`config.mk`:
```
export PLATFORM = sky130hd
export DESIGN_NAME = serial_adc_framer
export DESIGN_NICKNAME = d
export VERILOG_FILES = /design/src/rtl/sadcf_pkg.sv /design/src/rtl/sadcf_lat_pipe.sv /design/src/rtl/sadcf_frame_timer.sv /design/src/rtl/sadcf_lane.sv /design/src/rtl/serial_adc_framer.sv
export SDC_FILE = /design/constraint.sdc
export NUM_CORES = 1
export LEC_CHECK = 0
export BUFFER_PORTS_ARGS = -buffer_cell sky130_fd_sc_hd__buf_2
export CORE_UTILIZATION = 38
export DETAILED_ROUTE_END_ITERATION = 7
export PLACE_DENSITY = 0.64
export REMOVE_ABC_BUFFERS = 1
export SETUP_SLACK_MARGIN = 0.1
export SKIP_LAST_GASP = 1
export SLEW_MARGIN = 20
export SYNTH_ARGS = -nofsm -noshare
export SYNTH_HDL_FRONTEND = slang
export SYNTH_SLANG_ARGS = --single-unit
```
`constraint.sdc`:
```
create_clock -name clk -period 9.7 [get_ports clk]
set_input_delay 1.94 -clock clk [delete_from_list [all_inputs] [get_ports clk]]
set_output_delay 1.94 -clock clk [all_outputs]
set_load 0.01 [all_outputs]
```
`src/rtl/sadcf_pkg.sv`:
```
package sadcf_pkg;
  localparam int CH_DEF   = 8;
  localparam int SAMP_DEF = 10;
  localparam int EXT_DEF  = 2;
  localparam int LAT_DEF  = 8;
endpackage

```
`src/rtl/sadcf_lat_pipe.sv`:
```
module sadcf_lat_pipe #(
  parameter int W     = 80,
  parameter int DEPTH = 8
) (
  input  logic         clk,
  input  logic         rst,
  input  logic         stb,
  input  logic [W-1:0] din,
  output logic [W-1:0] dout
);
  localparam int PW = (DEPTH > 1) ? $clog2(DEPTH) : 1;
  localparam int FW = $clog2(DEPTH + 1);

  logic [W-1:0]  mem [DEPTH];
  logic [PW-1:0] wp;
  logic [FW-1:0] fill;

  // ring buffer: slot at the write pointer holds the oldest word
  assign dout = (fill == FW'(DEPTH)) ? mem[wp] : '0;

  always_ff @(posedge clk) begin
    if (stb) mem[wp] <= din;
  end

  always_ff @(posedge clk) begin
    if (rst) begin
      wp   <= '0;
      fill <= '0;
    end else if (stb) begin
      wp <= (wp == PW'(DEPTH - 1)) ? '0 : wp + 1'b1;
      if (fill != FW'(DEPTH)) fill <= fill + 1'b1;
    end
  end

  AST_FILL_HOLD: assert property (@(posedge clk) disable iff (rst)
    $past(fill) == FW'(DEPTH) |-> fill == FW'(DEPTH));
endmodule

```
`src/rtl/sadcf_frame_timer.sv`:
```
module sadcf_frame_timer #(
  parameter int SW  = 10,
  parameter int EXT = 2,
  parameter int TW  = 5
) (
  input  logic          clk,
  input  logic          rst,
  input  logic          stb,
  input  logic          len12,
  input  logic          lsb_first,
  output logic          go,
  output logic [TW-1:0] nt,
  output logic          len_now,
  output logic          lsb_now,
  output logic          fco,
  output logic          dco
);
  localparam int LW = SW + EXT;

  logic          started, len_q, lsb_q;
  logic [TW-1:0] tick, last_q, wnow, ntp1;

  assign len_now = stb ? len12 : len_q;
  assign lsb_now = stb ? lsb_first : lsb_q;
  assign go      = started | stb;
  assign last_q  = len_q ? TW'(2*LW - 1) : TW'(2*SW - 1);
  assign wnow    = len_now ? TW'(LW) : TW'(SW);
  assign nt      = stb ? '0 : ((tick == last_q) ? '0 : tick + 1'b1);
  assign ntp1    = nt + 1'b1;

  always_ff @(posedge clk) begin
    if (rst) begin
      started <= 1'b0;
      tick    <= '0;
      len_q   <= 1'b0;
      lsb_q   <= 1'b0;
      fco     <= 1'b0;
      dco     <= 1'b0;
    end else begin
      if (stb) begin
        started <= 1'b1;
        len_q   <= len12;
        lsb_q   <= lsb_first;
      end
      if (go) tick <= nt;
      fco <= go && (nt < wnow);
      dco <= go && ntp1[1];
    end
  end

  AST_STB_PERIOD: assert property (@(posedge clk) disable iff (rst)
    started && stb |-> tick == last_q);
  AST_FCO_RISE: assert property (@(posedge clk) disable iff (rst)
    $rose(fco) |-> $past(stb));
  AST_DCO_MIDBIT: assert property (@(posedge clk) disable iff (rst)
    !$stable(dco) |-> tick[0]);
endmodule

```
`src/rtl/sadcf_lane.sv`:
```
module sadcf_lane #(
  parameter int SW  = 10,
  parameter int EXT = 2,
  parameter int TW  = 5
) (
  input  logic          clk,
  input  logic          rst,
  input  logic          go,
  input  logic          ld,
  input  logic          len_now,
  input  logic          lsb_now,
  input  logic          pd,
  input  logic [TW-1:0] nt,
  input  logic [SW-1:0] new_word,
  output logic          bit_q
);
  localparam int LW = SW + EXT;
  localparam int IW = $clog2(LW);

  logic [SW-1:0] word_q, wsel;
  logic [LW-1:0] ext;
  logic [IW-1:0] k, wlast, idx;

  assign wsel  = ld ? new_word : word_q;
  assign ext   = len_now ? {wsel, {EXT{1'b0}}} : {{EXT{1'b0}}, wsel};
  assign k     = IW'(nt >> 1);
  assign wlast = len_now ? IW'(LW - 1) : IW'(SW - 1);
  assign idx   = lsb_now ? k : wlast - k;

  always_ff @(posedge clk) begin
    if (rst) begin
      word_q <= '0;
      bit_q  <= 1'b0;
    end else begin
      if (ld) word_q <= new_word;
      bit_q <= go && !pd && ext[idx];
    end
  end

  AST_PD_QUIET: assert property (@(posedge clk) disable iff (rst)
    $past(pd) |-> !bit_q);
endmodule

```
`src/rtl/serial_adc_framer.sv`:
```
module serial_adc_framer
  import sadcf_pkg::*;
#(
  parameter int CH_N    = CH_DEF,
  parameter int SAMP_W  = SAMP_DEF,
  parameter int EXTRA_W = EXT_DEF,
  parameter int LAT     = LAT_DEF
) (
  input  logic                 clk,
  input  logic                 rst,
  input  logic                 samp_stb,
  input  logic [CH_N*SAMP_W-1:0] samp_data,
  input  logic                 len12,
  input  logic                 lsb_first,
  input  logic                 tp_en,
  input  logic [SAMP_W-1:0]    tp_word,
  input  logic [CH_N-1:0]      pd_mask,
  output logic [CH_N-1:0]      lane_out,
  output logic                 fco,
  output logic                 dco
);
  localparam int LW = SAMP_W + EXTRA_W;
  localparam int TW = $clog2(2*LW + 1);

  logic [CH_N*SAMP_W-1:0] delayed;
  logic                   go, len_now, lsb_now;
  logic [TW-1:0]          nt;

  sadcf_lat_pipe #(.W(CH_N*SAMP_W), .DEPTH(LAT)) u_pipe (
    .clk(clk), .rst(rst), .stb(samp_stb), .din(samp_data), .dout(delayed)
  );

  sadcf_frame_timer #(.SW(SAMP_W), .EXT(EXTRA_W), .TW(TW)) u_timer (
    .clk(clk), .rst(rst), .stb(samp_stb), .len12(len12), .lsb_first(lsb_first),
    .go(go), .nt(nt), .len_now(len_now), .lsb_now(lsb_now), .fco(fco), .dco(dco)
  );

  for (genvar c = 0; c < CH_N; c++) begin : g_lane
    logic [SAMP_W-1:0] src;
    assign src = tp_en ? tp_word : delayed[c*SAMP_W +: SAMP_W];
    sadcf_lane #(.SW(SAMP_W), .EXT(EXTRA_W), .TW(TW)) u_lane (
      .clk(clk), .rst(rst), .go(go), .ld(samp_stb), .len_now(len_now),
      .lsb_now(lsb_now), .pd(pd_mask[c]), .nt(nt), .new_word(src),
      .bit_q(lane_out[c])
    );
  end
endmodule

```
==> impl_results.md <==
- Number of hold violations in the final report: 0
- Slew at the pin with the worst max-slew slack: 1.120 ns
- Remaining antenna violation count after routing: 0
- CTS tree: done
- Ranking of synthesized cells by instance count: 640 x sky130_fd_sc_hd__edfxtp_1, 149 x sky130_fd_sc_hd__mux2i_1, 122 x sky130_fd_sc_hd__nor2_1
- Wirelength per Cell: 24.03 um
- Setup repair after global routing missed its margin: false
- Number of instances resized during post-cts repair: 0
- Clock-pin slew on the worst setup and hold paths: 0.07 ns
- Post-Route WL: 69860 um
- Max-cap violations: 0
- Met2 GRT Util: 28.31%
- Sort of element at the start of the critical path: primary input
- Fraction of layout cells with a size suffix above 1: 21.75%
- Critical path arrival: 5.20 ns
- Flop2flop setup slack: 5.39 ns
- Wire length of the first global-routing pass: 102800 um
- Via count: 16.09k
- Antenna violations before repair: 14
- Mean number of vias per cell: 5.535
- CTS max path bufs: 3
- Synthesized area per cell: 17.24 um^2
- Residual overflow from global routing: 0
- Critical path class: primary input to register
- Leading post-synthesis cells by cell area: sky130_fd_sc_hd__edfxtp_1 65%, sky130_fd_sc_hd__dfxtp_1 7.4%, sky130_fd_sc_hd__mux4_2 5.8%
- Die outline height: 280.1 um
- Most congested layer reported by global routing: met2
- Worst Reg-to-Reg Cells: 8
- F_max: 0.2149 GHz
- Clock power frac: 40.6%
- Number of levels in the clock H-tree: 3
- Ports: 114
- Dominant cell type by area after synthesis: sky130_fd_sc_hd__edfxtp_1
- Final Cycle Share: 47.98%
- Final layout net count: 1925
- Met1 track utilization from global routing: 23.50%
- Clock latency at the later pin of the worst-skew pair: 0.63 ns
- Type of the worst min-delay path: register to register
- EDFF count, synth: 640
- Post-Route Skew: 0.02850 ns
- Synth top area share: 65.37%
- HPWL after detailed placement: 42190 um
- GRT Overall Usage: 17.69%
- Global-route track usage on met3: 4.622%
- Worst r2r dst: g_lane[7].u_lane.bit_q
- Flip-flop cell with the highest count after synthesis: sky130_fd_sc_hd__edfxtp_1
- Floorplan Core Area: 0.07620 mm^2
- Final total negative setup slack: 0 ns
- Sum of internal, switching and leakage power: 6.739 mW
- Async set-or-reset flop fraction in the synthesized netlist: 0%
- Clk Tree Root Cell: sky130_fd_sc_hd__clkbuf_16
- Worst IR Drop VDD: 99.27 uV
- Unique masters post-synth: 58
- Hold buffer count at cts: 0
- First-iteration detailed-routing DRC count: 1547
- Pins Over Slew Limit: 0
- Portion of the post-synthesis area used by sequential elements: 72.73%
- Register bit count reported by yosys: 748
- Starting Density: 38.58%
- Power share of the sequential group: 53.3%
- Endpoint kind of the worst setup timing path: register
- Synthesized instance count: 1705
- Net switching power: 1.464 mW
- Tmin final: 4.654 ns
- Yosys Warn Count: 0
- Number of optimization iterations in the first detailed-route pass: 8
- Endpoints failing setup: 0
- Number of clock buffers inserted by TritonCTS: 74
- Leak: 10.58 nW
- Crit path launch: samp_stb
- Maximum number of pins on one net before global-route repair: 103
- Remaining DRCs: 4
- Area growth, synth to finish: 13.35%
- PortBufs: 113
- Required time reported for the critical path endpoint: 10.24 ns
- Part of the power in combinational logic: 6.1%
- Horizontal extent of the die: 280.1 um
- Failing checks: design-rule violations
- Cell area after synthesis: 0.02940 mm^2
- Crit path max fanout: 27
- Row count: 101
- Total setup buffers inserted after CTS: 0
- Status: finished, violations left
- Worst setup path end: g_lane[6].u_lane.bit_q
- Die footprint: 0.07848 mm^2
- Worst max-slew margin expressed relative to the limit: 25.36%
- Internal power contribution: 5.275 mW
- Total power density per cell area: 202.2 mW/mm^2
- Most instantiated library cell after synthesis: sky130_fd_sc_hd__edfxtp_1
- Vias in the first global route: 15.94k
- Switching power as a share of total power: 21.73%
- Gp weighted congestion: 0.9125
- Sinks on Clock Net: 748
## how the worst min path moves through the flow
| stage | slack (ns) | cells past startpoint | start | end |
|---|---|---|---|---|
| after floorplan | 0.47 | 2 | g_lane[6].u_lane.word_q[4] | g_lane[6].u_lane.word_q[4] |
| after global placement | 0.51 | 2 | g_lane[2].u_lane.word_q[0] | g_lane[2].u_lane.word_q[0] |
| after detailed placement | 0.51 | 2 | g_lane[1].u_lane.word_q[0] | g_lane[1].u_lane.word_q[0] |
| after CTS | 0.53 | 2 | g_lane[1].u_lane.word_q[0] | g_lane[1].u_lane.word_q[0] |
| after global routing | 0.56 | 2 | u_pipe.fill[3] | u_pipe.fill[3] |
| final | 0.53 | 2 | g_lane[1].u_lane.word_q[0] | g_lane[1].u_lane.word_q[0] |
## registers in the layout (all words and copies together), names as in the netlist, named ones only
register              flops
g_lane.u_lane.bit_q       8
g_lane.u_lane.word_q     80
u_pipe.fill               4
u_pipe.mem              640
u_pipe.wp                 3
u_timer.dco               1
u_timer.fco               1
u_timer.len_q             1
u_timer.lsb_q             1
u_timer.started           1
u_timer.tick              5
## through the flow
stage | instance area (um^2) | hold slack (ns) | worst slack, ns | utilization, % | std cells
2_1_floorplan | 28820 | 0.4748 | 1.029 | - | 1592
3_3_place_gp | 30990 | 0.5080 | 4.545 | 40.66 | 2767
3_5_place_dp | 31000 | 0.5137 | 4.496 | 40.68 | 2767
4_1_cts | 33300 | 0.5303 | 5.151 | 43.70 | 2901
5_1_grt | 33310 | 0.5639 | 4.826 | 43.72 | 2904
6_report | 33320 | 0.5277 | 5.046 | 43.73 | 2907
## per-layer routing
layer	routed length [um]	vias up	share of wire, %
li1	-	7135	-
met1	29400	8329	42
met2	33320	486	48
met3	5284	125	7.6
met4	1731	16	2.5
met5	122	-	0.17
## final cells by class
type                            instances  area (um^2)
Clock buffer                          104         2053
Timing Repair Buffer                  145        808.3
Inverter                               20        75.07
Tap cell                             1030         1289
Fill cell                            6594        42880
Multi-Input combinational cell        824         7445
Sequential cell                       748        21390
Clock inverter                         30        245.2
Antenna cell                            6        15.01
## critical path, cell delays in order
cell and delay [ns]:
sky130_fd_sc_hd__buf_2 0.46, sky130_fd_sc_hd__mux2_2 0.46, sky130_fd_sc_hd__inv_1 0.11, sky130_fd_sc_hd__ha_1 0.26, sky130_fd_sc_hd__o21a_1 0.22, sky130_fd_sc_hd__nand2_1 0.17
sky130_fd_sc_hd__nand3_1 0.73, sky130_fd_sc_hd__o22ai_1 0.44, sky130_fd_sc_hd__o21ai_0 0.15, sky130_fd_sc_hd__a31oi_1 0.23
## cell families (layout without fill, tap and decap cells)
group	after synthesis	count (layout)	share of synthesized area [%]
flip-flops	748	748	72.73
AND/OR/NAND/NOR	224	224	3.396
buffers and inverters	133	299	2.217
multiplexers	287	287	13.27
other	0	6	0
adder cells (fa/ha/maj)	8	8	0.3405
AO/OA/AOI/OAI	295	295	7.750
XOR/XNOR	10	10	0.2979
## cell usage in the layout (no fill, tap or decap), types with 18 or more instances in the layout
| master | n |
|---|---|
| sky130_fd_sc_hd__a221o_1 | 18 |
| sky130_fd_sc_hd__a221oi_1 | 58 |
| sky130_fd_sc_hd__a22oi_1 | 35 |
| sky130_fd_sc_hd__buf_2 | 112 |
| sky130_fd_sc_hd__buf_4 | 33 |
| sky130_fd_sc_hd__clkbuf_1 | 19 |
| sky130_fd_sc_hd__clkbuf_16 | 76 |
| sky130_fd_sc_hd__dfxtp_1 | 105 |
| sky130_fd_sc_hd__edfxtp_1 | 640 |
| sky130_fd_sc_hd__inv_1 | 19 |
| sky130_fd_sc_hd__mux2_2 | 62 |
| sky130_fd_sc_hd__mux2i_1 | 149 |
| sky130_fd_sc_hd__mux4_2 | 76 |
| sky130_fd_sc_hd__nand2_1 | 33 |
| sky130_fd_sc_hd__nor2_1 | 116 |
| sky130_fd_sc_hd__o21ai_0 | 20 |
| sky130_fd_sc_hd__o22ai_1 | 50 |
## power by group through the flow
stage	Sequential (mW)	Clock, mW	Combinational, mW
finish	3.59	2.74	0.411
global route	3.59	2.91	0.443
CTS	3.59	2.79	0.416
detailed placement	3.66	0	0.414
global placement	3.66	0	0.406
floorplan	3.68	0	0.244
Note: power is estimated with default switching activity, not from simulation.
